[src/rtl/pkt_scratch_pkg.sv]
// Package: shared constants, sequencer state and the header-length helper
// for the per-packet scratch memory. Assumes exactly sixteen slots, because
// the extended code space decodes four slot-index bits.
package pkt_scratch_pkg;

    localparam int unsigned SLOTS      = 16;
    localparam int unsigned SLOT_IDX_W = $clog2(SLOTS);
    localparam int unsigned CODE_W     = 6;

    // Preloaded slot positions (decoded by the filter core, so fixed)
    localparam int unsigned SLOT_PROG = 11;
    localparam int unsigned SLOT_BUF  = 12;
    localparam int unsigned SLOT_IHL  = 13;
    localparam int unsigned SLOT_PLEN = 14;
    localparam int unsigned SLOT_AGE  = 15;

    // Extended code groups in code bits 5:4
    localparam logic [1:0] GRP_LOAD  = 2'b00;
    localparam logic [1:0] GRP_STORE = 2'b01;

    typedef enum logic [1:0] {
        ST_IDLE,
        ST_CLEAR,
        ST_LOAD,
        ST_READY
    } seq_state_t;

    // Header length in bytes from the version/length byte; zero when absent or not version 4
    function automatic logic [7:0] ipv4_hdr_bytes(input logic [7:0] vbyte, input logic present);
        if (present && (vbyte[7:4] == 4'd4))
            return {2'b00, vbyte[3:0], 2'b00};
        else
            return 8'd0;
    endfunction

endpackage

[src/rtl/scratch_age_ctr.sv]
// Filter-age counter: counts one-second ticks since the last filter install.
// Assumes install and tick are single-cycle strobes; install wins when both
// arrive together. Saturates at all-ones.
module scratch_age_ctr #(
    parameter int AGE_W = 32
) (
    input  logic             clk,
    input  logic             rst_n,
    input  logic             install,
    input  logic             tick,
    output logic [AGE_W-1:0] age
);
    localparam logic [AGE_W-1:0] AGE_MAX = '1;

    // Clear on reset or install, otherwise advance on tick until saturated
    always_ff @(posedge clk) begin
        if (!rst_n || install)
            age <= '0;
        else if (tick && (age != AGE_MAX))
            age <= age + 1'b1;
    end
endmodule

[src/rtl/scratch_seq.sv]
// Start-of-packet sequencer: captures packet metadata, spends one cycle
// clearing the slots (while the version byte is fetched) and one cycle
// preloading, then holds ready until the next start-of-packet.
// Assumes the packet byte port returns data one cycle after the address.
module scratch_seq
    import pkt_scratch_pkg::*;
#(
    parameter int DATA_W = 32,
    parameter int LEN_W  = 16
) (
    input  logic              clk,
    input  logic              rst_n,
    input  logic              sop,
    input  logic [DATA_W-1:0] prog_size,
    input  logic [DATA_W-1:0] buf_size,
    input  logic [LEN_W-1:0]  pkt_len,
    input  logic [LEN_W-1:0]  hdr_len,
    output logic [LEN_W-1:0]  rd_addr,
    input  logic [7:0]        rd_byte,
    output logic              clr,
    output logic              fill,
    output logic              ready,
    output logic [DATA_W-1:0] prog_q,
    output logic [DATA_W-1:0] buf_q,
    output logic [LEN_W-1:0]  len_q,
    output logic [7:0]        ihl
);
    seq_state_t       state;
    logic [LEN_W-1:0] hdr_q;

    // State progression: any sop restarts, otherwise clear -> load -> ready
    always_ff @(posedge clk) begin
        if (!rst_n)
            state <= ST_IDLE;
        else if (sop)
            state <= ST_CLEAR;
        else begin
            case (state)
                ST_CLEAR: state <= ST_LOAD;
                ST_LOAD:  state <= ST_READY;
                default:  state <= state;
            endcase
        end
    end

    // Metadata capture at start-of-packet
    always_ff @(posedge clk) begin
        if (!rst_n) begin
            prog_q <= '0;
            buf_q  <= '0;
            len_q  <= '0;
            hdr_q  <= '0;
        end else if (sop) begin
            prog_q <= prog_size;
            buf_q  <= buf_size;
            len_q  <= pkt_len;
            hdr_q  <= hdr_len;
        end
    end

    // Version byte address and derived header length
    always_comb begin
        rd_addr = hdr_q;
        ihl     = ipv4_hdr_bytes(rd_byte, hdr_q < len_q);
    end

    // Phase strobes decoded from state
    always_comb begin
        clr   = (state == ST_CLEAR);
        fill  = (state == ST_LOAD);
        ready = (state == ST_READY);
    end
endmodule

[src/rtl/scratch_bank.sv]
// Slot storage: sixteen registers with a bulk clear, a parallel preload of
// the metadata slots and one store port. Clear beats preload beats store.
// Assumes the preload values are stable during the fill cycle.
module scratch_bank
    import pkt_scratch_pkg::*;
#(
    parameter int DATA_W = 32
) (
    input  logic                         clk,
    input  logic                         rst_n,
    input  logic                         clr,
    input  logic                         fill,
    input  logic [DATA_W-1:0]            pre_prog,
    input  logic [DATA_W-1:0]            pre_buf,
    input  logic [DATA_W-1:0]            pre_ihl,
    input  logic [DATA_W-1:0]            pre_len,
    input  logic [DATA_W-1:0]            pre_age,
    input  logic                         st_en,
    input  logic [SLOT_IDX_W-1:0]        st_idx,
    input  logic [DATA_W-1:0]            st_data,
    output logic [SLOTS-1:0][DATA_W-1:0] slots
);
    logic [DATA_W-1:0] mem      [SLOTS];
    logic [DATA_W-1:0] pre_full [SLOTS];
    logic [SLOTS-1:0]  pre_mask;

    // Map the preload values onto their slot positions
    always_comb begin
        for (int i = 0; i < SLOTS; i++) begin
            pre_full[i] = '0;
            pre_mask[i] = 1'b0;
        end
        pre_full[SLOT_PROG] = pre_prog;
        pre_full[SLOT_BUF]  = pre_buf;
        pre_full[SLOT_IHL]  = pre_ihl;
        pre_full[SLOT_PLEN] = pre_len;
        pre_full[SLOT_AGE]  = pre_age;
        pre_mask[SLOT_AGE:SLOT_PROG] = '1;
    end

    // Slot update with clear, preload and store priority
    always_ff @(posedge clk) begin
        for (int i = 0; i < SLOTS; i++) begin
            if (!rst_n || clr)
                mem[i] <= '0;
            else if (fill && pre_mask[i])
                mem[i] <= pre_full[i];
            else if (st_en && (st_idx == SLOT_IDX_W'(i)))
                mem[i] <= st_data;
        end
    end

    // Flatten slots for the read path
    for (genvar g = 0; g < SLOTS; g++) begin : g_out
        assign slots[g] = mem[g];
    end
endmodule

[src/rtl/pkt_scratch_mem.sv]
// Top: per-packet scratch memory. Ties the sequencer, age counter and slot
// bank together and decodes the extended load/store codes.
// Assumes AGE_W <= DATA_W and LEN_W <= DATA_W.
module pkt_scratch_mem
    import pkt_scratch_pkg::*;
#(
    parameter int DATA_W = 32,
    parameter int LEN_W  = 16,
    parameter int AGE_W  = 32
) (
    input  logic              clk,
    input  logic              rst_n,
    input  logic              sop,
    input  logic [DATA_W-1:0] prog_size,
    input  logic [DATA_W-1:0] buf_size,
    input  logic [LEN_W-1:0]  pkt_len,
    input  logic [LEN_W-1:0]  hdr_len,
    output logic [LEN_W-1:0]  pkt_rd_addr,
    input  logic [7:0]        pkt_rd_data,
    input  logic              sec_tick,
    input  logic              filter_load,
    input  logic              ext_valid,
    input  logic [5:0]        ext_code,
    input  logic [DATA_W-1:0] ext_wdata,
    output logic [DATA_W-1:0] ext_rdata,
    output logic              ready
);
    logic                         clr, fill;
    logic [DATA_W-1:0]            prog_q, buf_q;
    logic [LEN_W-1:0]             len_q;
    logic [7:0]                   ihl;
    logic [AGE_W-1:0]             age_q;
    logic                         st_en;
    logic [SLOTS-1:0][DATA_W-1:0] slot_vec;

    scratch_seq #(.DATA_W(DATA_W), .LEN_W(LEN_W)) u_seq (
        .clk(clk), .rst_n(rst_n), .sop(sop),
        .prog_size(prog_size), .buf_size(buf_size),
        .pkt_len(pkt_len), .hdr_len(hdr_len),
        .rd_addr(pkt_rd_addr), .rd_byte(pkt_rd_data),
        .clr(clr), .fill(fill), .ready(ready),
        .prog_q(prog_q), .buf_q(buf_q), .len_q(len_q), .ihl(ihl)
    );

    scratch_age_ctr #(.AGE_W(AGE_W)) u_age (
        .clk(clk), .rst_n(rst_n), .install(filter_load),
        .tick(sec_tick), .age(age_q)
    );

    // Stores only land in the store group and only while ready
    always_comb st_en = ext_valid && ready && (ext_code[5:4] == GRP_STORE);

    scratch_bank #(.DATA_W(DATA_W)) u_bank (
        .clk(clk), .rst_n(rst_n), .clr(clr), .fill(fill),
        .pre_prog(prog_q), .pre_buf(buf_q),
        .pre_ihl(DATA_W'(ihl)), .pre_len(DATA_W'(len_q)),
        .pre_age(DATA_W'(age_q)),
        .st_en(st_en), .st_idx(ext_code[SLOT_IDX_W-1:0]),
        .st_data(ext_wdata), .slots(slot_vec)
    );

    // Load group returns the addressed slot, other groups return zero
    always_comb begin
        if (ext_code[5:4] == GRP_LOAD)
            ext_rdata = slot_vec[ext_code[SLOT_IDX_W-1:0]];
        else
            ext_rdata = '0;
    end
endmodule

[config.mk]
export PLATFORM = sky130hd
export DESIGN_NAME = pkt_scratch_mem
export DESIGN_NICKNAME = d
export VERILOG_FILES = /design/src/rtl/pkt_scratch_pkg.sv /design/src/rtl/scratch_age_ctr.sv /design/src/rtl/scratch_seq.sv /design/src/rtl/scratch_bank.sv /design/src/rtl/pkt_scratch_mem.sv
export SDC_FILE = /design/constraint.sdc
export NUM_CORES = 1
export LEC_CHECK = 0
export BUFFER_PORTS_ARGS = -buffer_cell sky130_fd_sc_hd__buf_2
export CAP_MARGIN = 15
export CELL_PAD_IN_SITES_DETAIL_PLACEMENT = 1
export CELL_PAD_IN_SITES_GLOBAL_PLACEMENT = 1
export CORE_ASPECT_RATIO = 1.1
export CORE_UTILIZATION = 40
export DETAILED_ROUTE_END_ITERATION = 12
export GPL_TIMING_DRIVEN = 0
export PLACE_DENSITY_LB_ADDON = 0.25
export SETUP_SLACK_MARGIN = 0.1
export SYNTH_ARGS = -nofsm -noshare
export SYNTH_HDL_FRONTEND = slang
export SYNTH_SLANG_ARGS = --single-unit
[constraint.sdc]
create_clock -name clk -period 10.3 [get_ports clk]
set_clock_uncertainty 0.2 [all_clocks]
set_input_delay 2.06 -clock clk [delete_from_list [all_inputs] [get_ports clk]]
set_output_delay 2.06 -clock clk [all_outputs]
set_load 0.02 [all_outputs]
Word level (Yosys, flattened, before mapping)
Memory sizes are Yosys's and may differ from the RTL's.
Cells that the tools add are included.
{ "word_totals": {"register_bits": 130, "latchBits": 0, "ram_bits": 512, "romBits": 0, "inputBits": 148, "out_inout_bits": 49, "wordCells": 167, "mem_count": 1} }
{ "classes": {"add_sub_neg": 1, "n_mul": 0, "div": 0, "magnitude_cmp": 2, "eq_ne": 21, "shifts": 0, "mux": 85, "n_bitwise": 22, "reduce_logical": 28} }
{ "mem_list": {"columns": ["memory", "words", "word_bits", "read_ports", "rd_clocked_by_memory_dff", "write_ports", "line_no", "source"], "rows": [
  ["u_bank.mem", 16, 32, 16, 0, 16, "scratch_bank.sv:23", "logic [DATA_W-1:0] mem [SLOTS];"]
]} }
{ "op_table": {"columns": ["cell", "n"], "rows": [
  ["$mux 32", 23],
  ["$bmux 32 s4", 1],
  ["$mux 1", 59],
  ["$add 32x1->32 const B", 1],
  ["$eq 4x4->1 const B", 8],
  ["$ne 32x32->1 const B", 1],
  ["$or 1x1->1", 21],
  ["$eq 4x3->1 const B", 5],
  ["$logic_and 1x1->1", 20],
  ["$lt 16x16->1", 1],
  ["$eq 4x2->1 const B", 2],
  ["$mux 6", 1],
  ["$lt 4x5->1 const B", 1],
  ["$eq 2x1->1 const B", 2],
  ["$eq 2x2->1 const B", 2],
  ["$eq 4x1->1 const B", 1],
  ["$logic_not 4->1", 1],
  ["$pmux 2 s2", 1],
  ["$reduce_bool 3->1", 1],
  ["$logic_not 2->1", 1],
  ["$logic_or 1x1->1", 2],
  ["$reduce_bool 2->1", 1],
  ["$reduce_or 2->1", 1],
  ["$logic_not 1->1", 1],
  ["$not 1->1", 1]
]} }

Longest topological paths before layout
{ "logic_depth": {"word_depth": 9, "mapped_depth": 8, "ltp_nobuf": 7} }

Cells and area by module
A second synthesis with hierarchy kept.
{ "unflattened": {"cells_unflattened": 2372, "area_unflattened_um2": 29470.8} }
{ "modules_own_cells": {"columns": ["mod", "n_inst", "cells_each", "area_each_um2", "seq_area_each_um2"], "rows": [
  ["scratch_bank", 1, 1248, 19407.4, 15374.7],
  ["pkt_scratch_mem", 1, 544, 4460.5, 0.0],
  ["scratch_seq", 1, 385, 3935.0, 1961.9],
  ["scratch_age_ctr", 1, 195, 1667.8, 640.6]
]} }

Least setup slack after synthesis
Ideal clock, no wire load.
{ "synth_timing": {"path_type": "input-to-output", "from": "in ext_code[1]", "to": "out ext_rdata[0]", "t_arrival_ns": 3.741, "t_required_ns": 8.040, "setup_slack_ns": 4.299, "cell_stages": 6, "path_buffers": 3, "cell_sequence": "clkbuf_1 > buf_2 > clkbuf_1 > mux4_2 > mux4_2 > nor2b_1"} }
{ "synth_via": {"elab_chain_len": 3} }
{ "synth_rtl": {"columns": ["element", "line_no", "source"], "rows": [
  ["start: declaration", "pkt_scratch_mem.sv:23", "input logic [5:0] ext_code,"],
  ["$bmux 32 s4", "pkt_scratch_mem.sv:65", "ext_rdata = slot_vec[ext_code[SLOT_IDX_W-1:0]];"],
  ["$mux 32 (implied by the code)", "pkt_scratch_mem.sv:65", null],
  ["$mux 32", "pkt_scratch_mem.sv:64", "if (ext_code[5:4] == GRP_LOAD)"],
  ["end: declaration", "pkt_scratch_mem.sv:25", "output logic [DATA_W-1:0] ext_rdata,"]
]} }
Every way passes these cells. The select of a mux whose other input is x is not followed.

Worst setup path after layout
{ "layout_timing": {"from": "in ext_code[1]", "to": "out ext_rdata[31]"} }
Same word-level chain as after synthesis.

==> qor.yml <==
drive_gt1_share_pct: 22.4
crit_type: "primary input to primary output"
clock_latency_ps: 600
dp_slack_ps: 3290
postCtsSetupRepairBufs: 0
cp-start-kind: "primary input"
ant_nets: 0
dp_cells: 3135
power.switching_mw: 1.40
antenna_found_initial: 5
min_path_cells: 2
start_util_pct: 40.4
diodes: 0
final_nets: 2427
cts.htree.levels: 3
fin_area_sq_mm: 0.0339
n_fill_cell: 7145
worstPathCellList: "clkbuf_1 -> buf_2 -> clkbuf_1 -> mux4_2 -> mux4_2 -> nor2b_1 -> buf_2"
place_area_sq_mm: 0.0316
setup_violations: 0
synth_cells: 1983
r2r_start: "u_seq.state[1]"
hold_path_startpoint: "u_seq.buf_q[14]"
max_freq_ghz: 0.142
grt_pass1_vias: 19200
async_flop_share_pct: 0
combPwrFrac_pct: 8.9
switching_share_pct: 22.9
relSlewSlack_pct: 23.5
place_hpwl_mm: 64.0
synthTopCellsByArea: "edfxtp_1 (53%), mux4_2 (12%), dfxtp_1 (9.0%)"
row_count: 103
synth_edf_count: 512
clock-sinks: 642
min_to: "u_seq.buf_q[14]"
reg2reg_to: "u_bank.mem[1][235]"
grt_use_total_pct: 23.6
core_area_sq_mm: 0.0718
p_clk_share_pct: 41.5
die_x_um: 259
end_kind: "primary output"
synth_top_cell_by_area: "edfxtp_1"
worst_pin_slew_ps: 1150
yosysTopAreaCellShare_pct: 53.0
internal_power_mw: 4.69
pwr-share-seq_pct: 49.6
cts_root_buffer: "clkbuf_16"
boundaryPins: 197
area_growth_pct: 17.0
die_area_sq_mm: 0.0735
outcome: "finished, final reports clean"
crit_required_ps: 8040
synth_area_sq_mm: 0.0290
drc: 0
synth_fp_nets: 2150
tritoncts: "done"
wirelength_mm: 85.7
wl_per_cell_um: 26.3
ys.flop_type: "edfxtp_1"
crit_fanout: 10
crit_path_start: "ext_code[1]"
yosys_warnings: 0
gr-total-overflow: 0
ir_worst_vdd_mv: 0.113
drt_iter0_drc: 1254
finalPower_mw: 6.09
synth_cell_types: 51
post-route-min-period_ps: 7020
synth_area_per_cell_sq_um: 14.6
path_clk_slew_ps: 60
drv_cap: 0
viasPerCell: 5.54
slowest_delay_ps: 670
yosys_register_bits: 642
grt_pass1_wl_mm: 127
cp.arrival_ps: 4760
r2r_cells: 8
slew_viol_final: 0
crit_slowest_cell: "clkbuf_1"
hold_buffers: 0
vias: 18000
r2r_slack_ps: 6020
p_leak_nw: 12.9
hp-class: "register to register"
cts.repair.resized: 0
setup_tns_ps: 0
placement.io_buffers: 191
rsz0062_at_grt: "no"
cts.path.max_buffers: 3
stdcell_count: 3255
final_util_pct: 47.2
timing.final.crit_share_pct: 68.2
fin_ws_ps: 3280
grt_start_max_net_pins: 24
ys_seq_area_share_pct: 62.0
power_density_mw_per_mm2: 180
whs_ps: 302
die_h_um: 284
finalHoldViolations: 0
cts_made_buffers: 67
dr.pass1.iters: 5
routabilityCongestion: 0.883
-- cells in the mapped netlist (all sizes together) (6+ instances only) --
master / number
a22o: 112
nand4: 10
nand3: 18
or3: 16
edfxtp: 512
mux4: 160
inv: 28
o31ai: 11
nand2: 23
or2: 6
nor2b: 32
mux2i: 97
dfxtp: 130
nor2: 127
and2: 398
clkbuf: 120
ha: 19
o21ai: 35
or4: 11
buf: 45
a21oi: 30
-- cell usage in the layout, fill, tap and decap left out, types with 32 or more instances in the layout --
cell and n:
a22o_1 112, mux2i_1 97, clkbuf_1 139, clkbuf_16 71, and2_1 398, nor2_1 127, mux4_2 160, edfxtp_1 512
nor2b_1 32, dfxtp_1 130, buf_2 215
-- how the worst max path moves through the flow --
| stage | end | depth (start not counted) |
|---|---|---|
| global placement | u_bank.mem[0][80] | 5 |
| finish | ext_rdata[31] | 7 |
| global route | ext_rdata[31] | 7 |
| CTS | ext_rdata[31] | 7 |
| detailed placement | ext_rdata[0] | 7 |
| floorplan | ext_rdata[0] | 6 |
-- critical path: cells and delay by family --
kind,cells,cell delay [ps]
multiplexers,2,1030
buffers and inverters,4,1480
AND/OR/NAND/NOR,1,170
-- cell families after synthesis --
logic type | after synthesis | share of synthesized area [%]
and+or+nand+nor | 666 | 13.2
DFF | 642 | 62.0
muxes | 257 | 15.8
AOI/OAI and AO/OA | 203 | 5.28
buffers and inverters | 193 | 2.82
adders and majority gates | 19 | 0.820
xor gates and xnor gates | 3 | 0.0907
-- registers in the layout, indices dropped and copies added (netlist names) --
name           count
u_seq.buf_q       32
u_seq.rd_addr     16
u_seq.prog_q      32
u_seq.state        2
u_age.age         32
u_bank.mem       512
u_seq.len_q       16
-- power by group through the flow --
stage                     combinational [mW]  clock [mW]  sequential [mW]
after floorplan                        0.296           0             3.06
after global placement                 0.494           0             3.09
after detailed placement               0.542           0             3.08
after CTS                              0.545        2.57             3.02
after global routing                   0.572        2.65             3.03
final                                  0.540        2.53             3.02
-- metal layers --
layer / up-vias / share of wire, % / routed length (um) / global-route usage, %
met1: 9396 / 41 / 35300 / 30.8
li1: 7994 / - / - / -
met4: 2 / 2.3 / 2000 / 6.89
met5: - / 0.014 / 12 / 0
met3: 103 / 5.0 / 4300 / 2.53
met2: 538 / 51 / 44100 / 41.3
-- layout make-up --
class	count	area [sq um]	area share, %
flip-flops and latches	642	18000	53.0
inverters	28	105	0.310
repair buffers	208	1310	3.87
clock inverters	26	359	1.06
multi-input cells	1148	10400	30.6
plain buffers	165	713	2.10
clock buffers	93	1890	5.57
well taps	945	1180	3.49
(Power assumes the default switching activity.)
